<file path="src/rtl/ssi_reader_pkg.sv">
package ssi_reader_pkg;

    typedef enum logic [2:0] {
        ST_IDLE,
        ST_CLK_LOW,
        ST_CLK_HIGH,
        ST_CHECK,
        ST_PAUSE
    } ssi_state_e;

endpackage

</file>
<file path="src/rtl/ssi_tick_gen.sv">
module ssi_tick_gen #(
    parameter int HALF_PERIOD = 4
) (
    input  logic clk,
    input  logic rst_n,
    input  logic clr_i,
    output logic tick_o
);
    localparam int CW = $clog2(HALF_PERIOD + 1);
    localparam logic [CW-1:0] LAST = CW'(HALF_PERIOD - 1);

    logic [CW-1:0] cnt_q;

    assign tick_o = (cnt_q == LAST);

    always_ff @(posedge clk or negedge rst_n) begin
        if (!rst_n) begin
            cnt_q <= '0;
        end else if (clr_i || tick_o) begin
            cnt_q <= '0;
        end else begin
            cnt_q <= cnt_q + 1'b1;
        end
    end
endmodule

</file>
<file path="src/rtl/ssi_frame_shift.sv">
module ssi_frame_shift #(
    parameter int FRAME_BITS = 14
) (
    input  logic                  clk,
    input  logic                  rst_n,
    input  logic                  clr_i,
    input  logic                  shift_i,
    input  logic                  din_i,
    output logic [FRAME_BITS-1:0] frame_o
);
    logic [FRAME_BITS-1:0] frame_q;

    assign frame_o = frame_q;

    always_ff @(posedge clk or negedge rst_n) begin
        if (!rst_n) begin
            frame_q <= '0;
        end else if (clr_i) begin
            frame_q <= '0;
        end else if (shift_i) begin
            frame_q <= {frame_q[FRAME_BITS-2:0], din_i};
        end
    end
endmodule

</file>
<file path="src/rtl/ssi_pause_timer.sv">
module ssi_pause_timer #(
    parameter int PAUSE_CYCLES = 64
) (
    input  logic clk,
    input  logic rst_n,
    input  logic load_i,
    output logic done_o
);
    localparam int PW = $clog2(PAUSE_CYCLES + 1);

    logic [PW-1:0] cnt_q;

    assign done_o = (cnt_q == '0);

    always_ff @(posedge clk or negedge rst_n) begin
        if (!rst_n) begin
            cnt_q <= '0;
        end else if (load_i) begin
            cnt_q <= PW'(PAUSE_CYCLES);
        end else if (!done_o) begin
            cnt_q <= cnt_q - 1'b1;
        end
    end
endmodule

</file>
<file path="src/rtl/ssi_reader.sv">
module ssi_reader
    import ssi_reader_pkg::*;
#(
    parameter int DATA_BITS    = 13,
    parameter int HALF_PERIOD  = 4,
    parameter int PAUSE_CYCLES = 64
) (
    input  logic                 clk,
    input  logic                 rst_n,
    input  logic                 start_i,
    input  logic                 sdata_i,
    output logic                 sclk_o,
    output logic [DATA_BITS-1:0] pos_o,
    output logic                 valid_o,
    output logic                 fault_o,
    output logic                 busy_o
);
    localparam int FRAME_BITS = DATA_BITS + 1;
    localparam int CNT_W      = $clog2(FRAME_BITS + 1);
    localparam logic [CNT_W-1:0] LAST_PULSE = CNT_W'(FRAME_BITS);

    ssi_state_e state_q, state_d;

    logic                  tick;
    logic                  pause_done;
    logic                  sample_en;
    logic                  tail_en;
    logic                  last_pulse;
    logic [CNT_W-1:0]      pulse_cnt_q;
    logic                  tail_q;
    logic [FRAME_BITS-1:0] frame;
    logic                  lead_bit;
    logic                  frame_ok;

    logic                 valid_q;
    logic                 fault_q;
    logic [DATA_BITS-1:0] pos_q;

    ssi_tick_gen #(
        .HALF_PERIOD(HALF_PERIOD)
    ) i_tick (
        .clk   (clk),
        .rst_n (rst_n),
        .clr_i (state_d != state_q),
        .tick_o(tick)
    );

    ssi_frame_shift #(
        .FRAME_BITS(FRAME_BITS)
    ) i_shift (
        .clk    (clk),
        .rst_n  (rst_n),
        .clr_i  (state_q == ST_IDLE),
        .shift_i(sample_en),
        .din_i  (sdata_i),
        .frame_o(frame)
    );

    ssi_pause_timer #(
        .PAUSE_CYCLES(PAUSE_CYCLES)
    ) i_pause (
        .clk   (clk),
        .rst_n (rst_n),
        .load_i(state_q == ST_CHECK),
        .done_o(pause_done)
    );

    assign last_pulse = (pulse_cnt_q == LAST_PULSE);
    assign sample_en  = (state_q == ST_CLK_LOW) && tick;
    assign tail_en    = (state_q == ST_CLK_HIGH) && tick && last_pulse;
    assign lead_bit   = frame[FRAME_BITS-1];
    assign frame_ok   = lead_bit && !tail_q;

    // next-state logic
    always_comb begin
        state_d = state_q;
        unique case (state_q)
            ST_IDLE:     if (start_i) state_d = ST_CLK_LOW;
            ST_CLK_LOW:  if (tick) state_d = ST_CLK_HIGH;
            ST_CLK_HIGH: if (tick) state_d = last_pulse ? ST_CHECK : ST_CLK_LOW;
            ST_CHECK:    state_d = ST_PAUSE;
            ST_PAUSE:    if (pause_done) state_d = ST_IDLE;
            default:     state_d = ST_IDLE;
        endcase
    end

    // state register with frame bookkeeping
    always_ff @(posedge clk or negedge rst_n) begin
        if (!rst_n) begin
            state_q     <= ST_IDLE;
            pulse_cnt_q <= '0;
            tail_q      <= 1'b0;
        end else begin
            state_q <= state_d;
            if (state_q == ST_IDLE) begin
                pulse_cnt_q <= '0;
            end else if (sample_en) begin
                pulse_cnt_q <= pulse_cnt_q + 1'b1;
            end
            if (tail_en) begin
                tail_q <= sdata_i;
            end
        end
    end

    // registered results
    always_ff @(posedge clk or negedge rst_n) begin
        if (!rst_n) begin
            valid_q <= 1'b0;
            fault_q <= 1'b0;
            pos_q   <= '0;
        end else begin
            valid_q <= (state_q == ST_CHECK);
            if (state_q == ST_CHECK) begin
                fault_q <= !frame_ok;
                if (frame_ok) begin
                    pos_q <= frame[DATA_BITS-1:0];
                end
            end
        end
    end

    assign sclk_o  = (state_q != ST_CLK_LOW);
    assign busy_o  = (state_q != ST_IDLE);
    assign valid_o = valid_q;
    assign fault_o = fault_q;
    assign pos_o   = pos_q;
endmodule

</file>
<file path="config.mk">
export PLATFORM = sky130hd
export DESIGN_NAME = ssi_reader
export DESIGN_NICKNAME = d
export VERILOG_FILES = /design/src/rtl/ssi_reader_pkg.sv /design/src/rtl/ssi_tick_gen.sv /design/src/rtl/ssi_frame_shift.sv /design/src/rtl/ssi_pause_timer.sv /design/src/rtl/ssi_reader.sv
export SDC_FILE = /design/constraint.sdc
export NUM_CORES = 1
export LEC_CHECK = 0
export BUFFER_PORTS_ARGS = -buffer_cell sky130_fd_sc_hd__buf_2
export CAP_MARGIN = 20
export CORE_UTILIZATION = 38
export CTS_BUF_LIST = sky130_fd_sc_hd__clkbuf_4 sky130_fd_sc_hd__clkbuf_8
export CTS_CLUSTER_DIAMETER = 60
export DETAILED_ROUTE_END_ITERATION = 6
export SYNTH_ARGS = -nofsm -noshare
export SYNTH_HDL_FRONTEND = slang
export SYNTH_SLANG_ARGS = --single-unit
</file>
<file path="constraint.sdc">
create_clock -name clk -period 2.29 [get_ports clk]
set_clock_uncertainty 0.05 [all_clocks]
set_input_delay 0.229 -clock clk [delete_from_list [all_inputs] [get_ports clk]]
set_output_delay 0.229 -clock clk [all_outputs]
set_load 0.05 [all_outputs]
</file>
==> flow_metrics.env, run 1 <==
export IMPL_rr_startpoint="i_tick.cnt_q[0]$_DFF_PN0_"
export IMPL_period_minus_slack_ps=1890
export IMPL_grt_pass1_wl_mm=6.47
export IMPL_cp_max_fo=19
export IMPL_clock_latency_ps=290
export IMPL_die_width_um=76.5
export IMPL_post_cts_setup_buffer_count=0
export IMPL_cp_arrival_ps=2020
export IMPL_synth_cells=159
export IMPL_syn_area_um2=2110
export IMPL_syn_num_nets=169
export IMPL_min_period_over_period_pct=82.4
export IMPL_root_buffer="clkbuf_8"
export IMPL_drt_iter0_drc=56
export IMPL_io_pins=21
export IMPL_wl_mm=3.61
export IMPL_drc_errors=0
export IMPL_status="completed"
export IMPL_grt_overflow=0
export IMPL_layout_commonest_cell="dfrtp_1"
export IMPL_cts_buffer_depth=2
export IMPL_syn_avg_cell_area_um2=13.3
export IMPL_rsz0062_at_grt="false"
export IMPL_place_inst=245
export IMPL_setup_viol=0
export IMPL_route_detailed_wl_per_inst_um=14.2
export IMPL_peakVddDrop_v=0.000615
export IMPL_p_per_area_nw_per_um2=1130
export IMPL_grt_pass1_vias=1372
export IMPL_stdcell_count=254
export IMPL_place_gp_congestion=0.837
export IMPL_dieArea_um2=5850
export IMPL_cts_tree="built"
export IMPL_dr_pass1_iters=4
export IMPL_ys_warn_count=0
export IMPL_maxCapViolations=0
export IMPL_worstReg2RegEnd="pulse_cnt_q[0]$_DFFE_PN0P_"
export IMPL_start_kind="flop"
export IMPL_cp_required_ps=2420
export IMPL_worst_r2r_cell_count=5
export IMPL_ys_ff_latch=47
export IMPL_synth_main_ff_cell="dfrtp_1"
export IMPL_critPathLaunch="i_tick.cnt_q[0]$_DFF_PN0_"
export IMPL_hpwl_mm=2.55
export IMPL_leakagePower_uw=0.00118
export IMPL_core_um2=5240
export IMPL_clock_fmax_ghz=0.530
export IMPL_via_count=1327
export IMPL_antenna_found_initial=0
export IMPL_place_ws_ps=401
export IMPL_antennaDiodeCount=0
export IMPL_cts_htree_levels=2
export IMPL_reg2reg_slack_ps=400
export IMPL_synth_edff_count=0
export IMPL_ys_types=45
export IMPL_hold_violations=0
export IMPL_vias_per_cell=5.22
export IMPL_area_growth_syn_to_layout_pct=12.5
export IMPL_cts_inserted_buffers=5
export IMPL_worst_pin_slew_ps=579
export IMPL_async_reset_ff_share_pct=100
export IMPL_groute_usage_overall_pct=13.6
export IMPL_initial_core_util_pct=40.3
export IMPL_io_buffers=20
export IMPL_setup_slack_ps=402
export IMPL_postRouteAntennaNets=0
export IMPL_final_cell_mix="dfrtp_1, buf_2, a22o_1"
export IMPL_power_uw=2680
export IMPL_fin_tns_setup_ps=0
export IMPL_core_rowCount=26
export IMPL_crit_type="reg2reg"
export IMPL_die_h_um=76.5
export IMPL_min_path_type="in2reg"
export IMPL_relSlewSlack_pct=61.4
export IMPL_grt_max_degree=48
export IMPL_path_clk_slew_ps=80
export IMPL_final_nets=193
export IMPL_worstSetupEndpointType="flop"
export IMPL_crit_end="pulse_cnt_q[0]$_DFFE_PN0P_"
export IMPL_yosysSeqAreaShare_pct=55.8
export IMPL_cts_sinks=47
export IMPL_drive_gt1_share_pct=29.9
export IMPL_finalMaxSlewViolations=0
synthesized netlist by cell type, types with 3 or more instances:
| cell | number | area share [%] |
|---|---|---|
| nor3_1 | 7 | 1.7 |
| mux2_2 | 6 | 3.2 |
| ha_1 | 6 | 3.6 |
| buf_4 | 3 | 1.1 |
| nor2_1 | 6 | 1.1 |
| dfrtp_1 | 47 | 56 |
| a22o_1 | 15 | 6.2 |
| a211oi_1 | 3 | 1.1 |
| inv_1 | 10 | 1.8 |
| nand2_1 | 3 | 0.53 |
| nand3_1 | 3 | 0.71 |
| mux2_4 | 9 | 6.4 |
cell families after synthesis:
family | count (synthesis) | share of synthesized area (%)
AO/OA/AOI/OAI | 33 | 12.6
adder cells (fa/ha/maj) | 6 | 3.56
XOR/XNOR | 1 | 0.415
AND/OR/NAND/NOR | 38 | 12.3
buffers and inverters | 18 | 5.28
flip-flops | 47 | 55.8
multiplexers | 16 | 10.1
cell type report:
type	count	area [um^2]
inverter	11	41.3
tap	70	87.6
timing repair buffer	24	133
multi-input combinational	94	822
clock inverter	3	43.8
sequential	47	1180
clock buffer	5	68.8
fill	478	2870
repair_timing:
item | 4_1_cts | 5_1_grt
setup endpoints to repair | 0 | 0
gates resized for setup | 0 | 0
hold buffers | 1 | 0
endpoints found under the hold margin | 47 | 0
worst min-delay path by stage:
| stage | start | to | cells after the start |
|---|---|---|---|
| after floorplan | rst_n | fault_o$_DFFE_PN0P_ | 0 |
| after global placement | rst_n | pos_o[2]$_DFFE_PN0P_ | 2 |
| after detailed placement | rst_n | pos_o[1]$_DFFE_PN0P_ | 2 |
| after CTS | sdata_i | i_shift.frame_o[0]$_DFFE_PN0P_ | 2 |
| after global routing | sdata_i | i_shift.frame_o[0]$_DFFE_PN0P_ | 2 |
| final | sdata_i | i_shift.frame_o[0]$_DFFE_PN0P_ | 2 |
worst max-delay path, cell delays in order (launching register included):
cell and delay, ps:
dfrtp_1 360, ha_1 150, ha_1 260, and4bb_2 530, nor2_4 150, mux2_2 280
routing by layer:
layer / vias up / GRT usage (%) / share of wire (%)
li1: 634 / - / -
met1: 671 / 18.6 / 48
met2: 20 / 22.2 / 49
met3: 2 / 2.51 / 2.4
met4: 0 / 3.85 / 0.33
met5: - / 0 / 0
state kept, by name, indices dropped and copies added (netlist names):
name / count
i_shift.frame_o: 14
pulse_cnt_q: 4
i_tick.cnt_q: 3
i_pause.cnt_q: 7
tail_q: 1
state_q: 3
fault_o: 1
pos_o: 13
valid_o: 1
metrics by stage:
step	utilization (%)	instance area, um^2	hold slack [ps]
2_1_floorplan	-	2110	-117
3_3_place_gp	43.0	2250	297
3_5_place_dp	43.0	2250	302
4_1_cts	45.3	2370	151
5_1_grt	45.3	2370	156
6_report	45.3	2370	158
power by group:
| part | internal, uW | total, uW | switching (uW) |
|---|---|---|---|
| Clock | 325 | 590 | 265 |
| Combinational | 336 | 931 | 595 |
| Sequential | 978 | 1160 | 186 |
Note: power is estimated with default switching activity, not from simulation.
==> inputs of run 2 (changes only) <==
==> constraint.sdc (replaced) <==
create_clock -name clk -period 1.5 [get_ports clk]
set_clock_uncertainty 0.05 [all_clocks]
set_input_delay 0.15 -clock clk [delete_from_list [all_inputs] [get_ports clk]]
set_output_delay 0.15 -clock clk [all_outputs]
set_load 0.05 [all_outputs]
==> run 2 against run 1 <==
Net effect: the flow now finishes with violations (setup timing); utilization increased by 7.9 points; hold slack got worse by 95 ps; die area unchanged; register-to-register slack got worse by 450 ps; clock-buffer cell count unchanged; cell count increased by 11%; sequential power increased by 48%; maximum frequency increased by 22%; critical path depth increased by 1; total power increased by 94%; non-clock buffer count increased by 29.
==> flow_metrics.env, run 2 (same netlist as run 1, synthesis figures left out) <==
export IMPL_min_path_type="in2reg"
export IMPL_place_gp_congestion=0.814
export IMPL_path_cells="ha_2, ha_4, and4bb_4, nor2_4, buf_6, a22o_1"
export IMPL_antenna_found_initial=0
export IMPL_max_stage_delay_ps=370
export IMPL_rsz0062_at_grt="true"
export IMPL_drt_iter0_drc=25
export IMPL_drc_errors=0
export IMPL_p_per_area_nw_per_um2=1870
export IMPL_via_count=1473
export IMPL_layout_commonest_cell="dfrtp_1"
export IMPL_cts_htree_levels=2
export IMPL_place_ws_ps=-97.6
export IMPL_setup_viol=35
export IMPL_area_growth_syn_to_layout_pct=32.1
export IMPL_final_cell_mix="dfrtp_1, buf_4, buf_2"
export IMPL_critPathSlowestCell="dfrtp_1"
export IMPL_finalMaxSlewViolations=0
export IMPL_dr_pass1_iters=4
export IMPL_wl_mm=4.16
export IMPL_maxCapViolations=0
export IMPL_hpwl_mm=2.85
export IMPL_fin_tns_setup_ps=-914
export IMPL_io_pins=21
export IMPL_multi_input_area_um2=955
export IMPL_seqCellArea_um2=1180
export IMPL_grt_pass1_wl_mm=7.25
export IMPL_initial_core_util_pct=40.3
export IMPL_grt_overflow=0
export IMPL_core_um2=5240
export IMPL_io_buffers=20
export IMPL_crit_type="reg2reg"
export IMPL_cp_arrival_ps=1690
export IMPL_core_rowCount=26
export IMPL_die_width_um=76.5
export IMPL_peakVddDrop_v=0.000818
export IMPL_leakagePower_uw=0.00137
export IMPL_status="complete, but fails checks"
export IMPL_clock_fmax_ghz=0.646
export IMPL_path_clk_slew_ps=90
export IMPL_worstSetupEndpointType="flop"
export IMPL_drive_gt1_share_pct=50.2
export IMPL_fillers=455
export IMPL_die_h_um=76.5
export IMPL_cts_inserted_buffers=5
export IMPL_cts_buffer_depth=2
export IMPL_min_period_over_period_pct=103
export IMPL_antennaDiodeCount=0
export IMPL_period_minus_slack_ps=1550
export IMPL_hold_violations=0
export IMPL_grt_max_degree=48
export IMPL_vias_per_cell=5.20
export IMPL_setup_slack_ps=-47.7
export IMPL_whs_ps=63.0
export IMPL_cts_sinks=47
export IMPL_postRouteAntennaNets=0
export IMPL_root_buffer="clkbuf_8"
export IMPL_failed_checks="setup timing"
export IMPL_largest_reg_flops=14
export IMPL_cp_max_fo=8
export IMPL_cp_required_ps=1640
export IMPL_start_kind="flop"
export IMPL_worst_pin_slew_ps=275
export IMPL_cts_tree="built"
export IMPL_dieArea_um2=5850
export IMPL_relSlewSlack_pct=81.6
export IMPL_grt_pass1_vias=1605
export IMPL_final_nets=222
export IMPL_clock_latency_ps=290
export IMPL_groute_usage_overall_pct=15.5
export IMPL_route_detailed_wl_per_inst_um=14.7
[run 2: cell type report]
| type | instances | area share (%) |
|---|---|---|
| clock buffer | 5 | 2.47 |
| clock inverter | 3 | 1.66 |
| inverter | 11 | 1.57 |
| multi-input combinational | 94 | 34.3 |
| sequential | 47 | 42.3 |
| tap | 70 | 3.14 |
| timing repair buffer | 53 | 14.5 |
[run 2: power breakdown]
part	switching (uW)	internal, uW	leakage [uW]
clock	432	502	0.0000548
sequential	213	1500	0.000626
combinational	1300	1250	0.000690
total	1950	3250	0.00137
[run 2: metal layers]
metal	GRT usage, %	share of wire [%]	wire length (um)
met1	18.8	45	1860
met2	26.6	52	2150
met3	3.23	2.0	84
met4	6.54	1.6	67
met5	0	0	0
[run 2: repair_timing]
item	in CTS	in global routing
buffers inserted	4	1
setup endpoints to repair	44	45
hold buffers	1	0
endpoints found under the hold margin	47	0
gates resized for setup	27	21
pin swaps	11	16
[run 2: metrics by stage]
step	cells	util, %	power, uW	cell area, um^2
6_report	283	53.2	5200	2790
5_1_grt	283	53.2	5560	2790
4_1_cts	282	51.7	5000	2710
3_5_place_dp	269	47.1	3760	2470
3_3_place_gp	269	47.1	3670	2470
2_1_floorplan	159	-	3070	2150
[run 2: path summary, 6_finish.rpt]
| path | from | to | slack (ps) | cells after the start |
|---|---|---|---|---|
| max in group asynchronous | rst_n | state_q[0]$_DFF_PN0_ | 850 | 3 |
| min in group asynchronous | rst_n | valid_o$_DFF_PN0_ | 290 | 3 |
| max | i_tick.cnt_q[0]$_DFF_PN0_ | i_shift.frame_o[4]$_DFFE_PN0P_ | -50 | 6 |
| min reg2reg | fault_o$_DFFE_PN0P_ | fault_o$_DFFE_PN0P_ | 440 | 2 |
| min | sdata_i | i_shift.frame_o[0]$_DFFE_PN0P_ | 60 | 2 |
| max reg2reg | i_tick.cnt_q[0]$_DFF_PN0_ | i_shift.frame_o[4]$_DFFE_PN0P_ | -50 | 6 |
[run 2: critical path: cells and delay by family (launching register included)]
kind / cells / cell delay [ps]
adders and majority gates: 2 / 350
DFF: 1 / 370
buffers and inverters: 1 / 130
and+or+nand+nor: 2 / 360
AOI/OAI and AO/OA: 1 / 190
==> inputs of run 3 (changes only) <==
--- a/config.mk
+++ b/config.mk
@@ -8,9 +8,10 @@
 export BUFFER_PORTS_ARGS = -buffer_cell sky130_fd_sc_hd__buf_2
 export CAP_MARGIN = 20
 export CORE_UTILIZATION = 38
-export CTS_BUF_LIST = sky130_fd_sc_hd__clkbuf_4 sky130_fd_sc_hd__clkbuf_8
+export CTS_BUF_LIST = sky130_fd_sc_hd__clkbuf_8 sky130_fd_sc_hd__clkbuf_16
 export CTS_CLUSTER_DIAMETER = 60
 export DETAILED_ROUTE_END_ITERATION = 6
+export SKIP_CTS_REPAIR_TIMING = 1
 export SYNTH_ARGS = -nofsm -noshare
 export SYNTH_HDL_FRONTEND = slang
 export SYNTH_SLANG_ARGS = --single-unit
==> run 3 against run 2 <==
Net effect: maximum frequency about the same; sequential share of layout area up 0.095 points; the flow still finishes with violations (setup timing); first-iteration DRC count down 20%; clock-buffer cell count unchanged.
==> flow_metrics.env, run 3 (same netlist as run 1, synthesis figures left out) <==
export IMPL_die_h_um=76.5
export IMPL_postRouteAntennaNets=0
export IMPL_switchingPower_uw=1950
export IMPL_vias_per_cell=5.18
export IMPL_drive_gt1_share_pct=50.7
export IMPL_cp_arrival_ps=1680
export IMPL_antennaDiodeCount=0
export IMPL_crit_type="reg2reg"
export IMPL_critPathLaunch="state_q[2]$_DFF_PN0_"
export IMPL_relSlewSlack_pct=79.0
export IMPL_setup_viol=35
export IMPL_fillers=458
export IMPL_core_rowCount=26
export IMPL_core_um2=5240
export IMPL_min_to="tail_q$_DFFE_PN0P_"
export IMPL_cts_sinks=47
export IMPL_route_detailed_wl_per_inst_um=14.8
export IMPL_dr_pass1_iters=4
export IMPL_worstReg2RegEnd="i_shift.frame_o[2]$_DFFE_PN0P_"
export IMPL_fin_tns_setup_ps=-886
export IMPL_switching_share_pct=37.6
export IMPL_drt_iter0_drc=20
export IMPL_final_cell_mix="dfrtp_1, buf_4, buf_2"
export IMPL_min_period_over_period_pct=103
export IMPL_grt_pass1_vias=1570
export IMPL_layout_commonest_cell="dfrtp_1"
export IMPL_via_count=1465
export IMPL_io_buffers=20
export IMPL_clock_latency_ps=300
export IMPL_setup_slack_ps=-49.1
export IMPL_hold_violations=0
export IMPL_worstSetupEndpointType="flop"
export IMPL_rr_startpoint="state_q[2]$_DFF_PN0_"
export IMPL_place_gp_congestion=0.814
export IMPL_power_frac_comb_pct=49.0
export IMPL_final_nets=222
export IMPL_cts_buffer_depth=2
export IMPL_cts_tree="built"
export IMPL_worst_pin_slew_ps=310
export IMPL_period_minus_slack_ps=1550
export IMPL_cts_htree_levels=2
export IMPL_maxCapViolations=0
export IMPL_finalMaxSlewViolations=0
export IMPL_root_buffer="clkbuf_8"
export IMPL_hpwl_mm=2.85
export IMPL_cp_required_ps=1630
export IMPL_io_pins=21
export IMPL_grt_pass1_wl_mm=7.00
export IMPL_worst_r2r_cell_count=5
export IMPL_reg2reg_slack_ps=-50
export IMPL_rsz0062_at_grt="true"
export IMPL_p_seq_share_pct=32.9
export IMPL_cp_max_fo=8
export IMPL_clkPwrFrac_pct=18.1
export IMPL_failed_checks="setup timing"
export IMPL_antenna_found_initial=0
export IMPL_initial_core_util_pct=40.3
export IMPL_peakVddDrop_v=0.000804
export IMPL_path_clk_slew_ps=90
export IMPL_p_per_area_nw_per_um2=1870
export IMPL_internal_power_uw=3240
export IMPL_status="complete, but fails checks"
export IMPL_largest_reg_flops=14
export IMPL_dieArea_um2=5850
export IMPL_start_kind="flop"
export IMPL_min_path_type="in2reg"
export IMPL_area_growth_syn_to_layout_pct=31.8
export IMPL_groute_usage_overall_pct=15.0
export IMPL_place_ws_ps=-97.6
export IMPL_clock_fmax_ghz=0.646
export IMPL_grt_max_degree=48
export IMPL_die_width_um=76.5
export IMPL_leakagePower_uw=0.00138
export IMPL_hold_depth=2
export IMPL_drc_errors=0
export IMPL_wl_mm=4.18
export IMPL_cts_inserted_buffers=5
export IMPL_worstHoldStart="sdata_i"
export IMPL_grt_overflow=0
## run 3: layout make-up
type / count / area, um^2 / share of cell area [%]
clock inverter: 3 / 46.3 / 1.67
tap: 70 / 87.6 / 3.15
multi-input combinational: 94 / 961 / 34.6
sequential: 47 / 1180 / 42.4
timing repair buffer: 53 / 395 / 14.2
inverter: 11 / 41.3 / 1.49
clock buffer: 5 / 68.8 / 2.48
## run 3: metrics by stage
step	util (%)	hold slack (ps)	cells	instance area, um^2	total power (uW)
floorplan	-	-196	159	2150	3070
global placement	47.1	97.1	269	2470	3670
detailed placement	47.1	103	269	2470	3760
CTS	49.3	-222	277	2580	4720
global route	53.1	60.0	283	2780	5540
finish	53.1	60.8	283	2780	5200
## run 3: power by group through the flow
stage | clock network, uW | logic, uW | registers [uW]
floorplan | 0 | 1320 | 1750
global placement | 0 | 1980 | 1700
detailed placement | 0 | 2050 | 1710
CTS | 969 | 2060 | 1680
global route | 1010 | 2780 | 1750
finish | 938 | 2550 | 1710
## run 3: worst max-delay path, stage by stage (launching register included)
cell      delay (ps)
dfrtp_2          450
buf_4            160
and4bb_4         400
nor2_4            60
buf_6            130
a22o_1           190
## run 3: routing by layer
layer / track usage [%] / vias to the layer above / wire length [um]
li1: - / 686 / -
met5: 0 / - / 0
met4: 5.96 / 0 / 48
met2: 26.3 / 21 / 2200
met3: 3.11 / 5 / 89
met1: 17.7 / 753 / 1850
## run 3: worst max path at each step
stage                                                 to  slack (ps)  cells after the start
after floorplan           i_shift.frame_o[0]$_DFFE_PN0P_         -60                      7
after global placement              pos_o[2]$_DFFE_PN0P_         -80                      4
after detailed placement  i_shift.frame_o[2]$_DFFE_PN0P_        -100                      5
after CTS                                         busy_o        -190                      3
after global routing           i_tick.cnt_q[2]$_DFF_PN0_        -110                      5
final                     i_shift.frame_o[2]$_DFFE_PN0P_         -50                      5
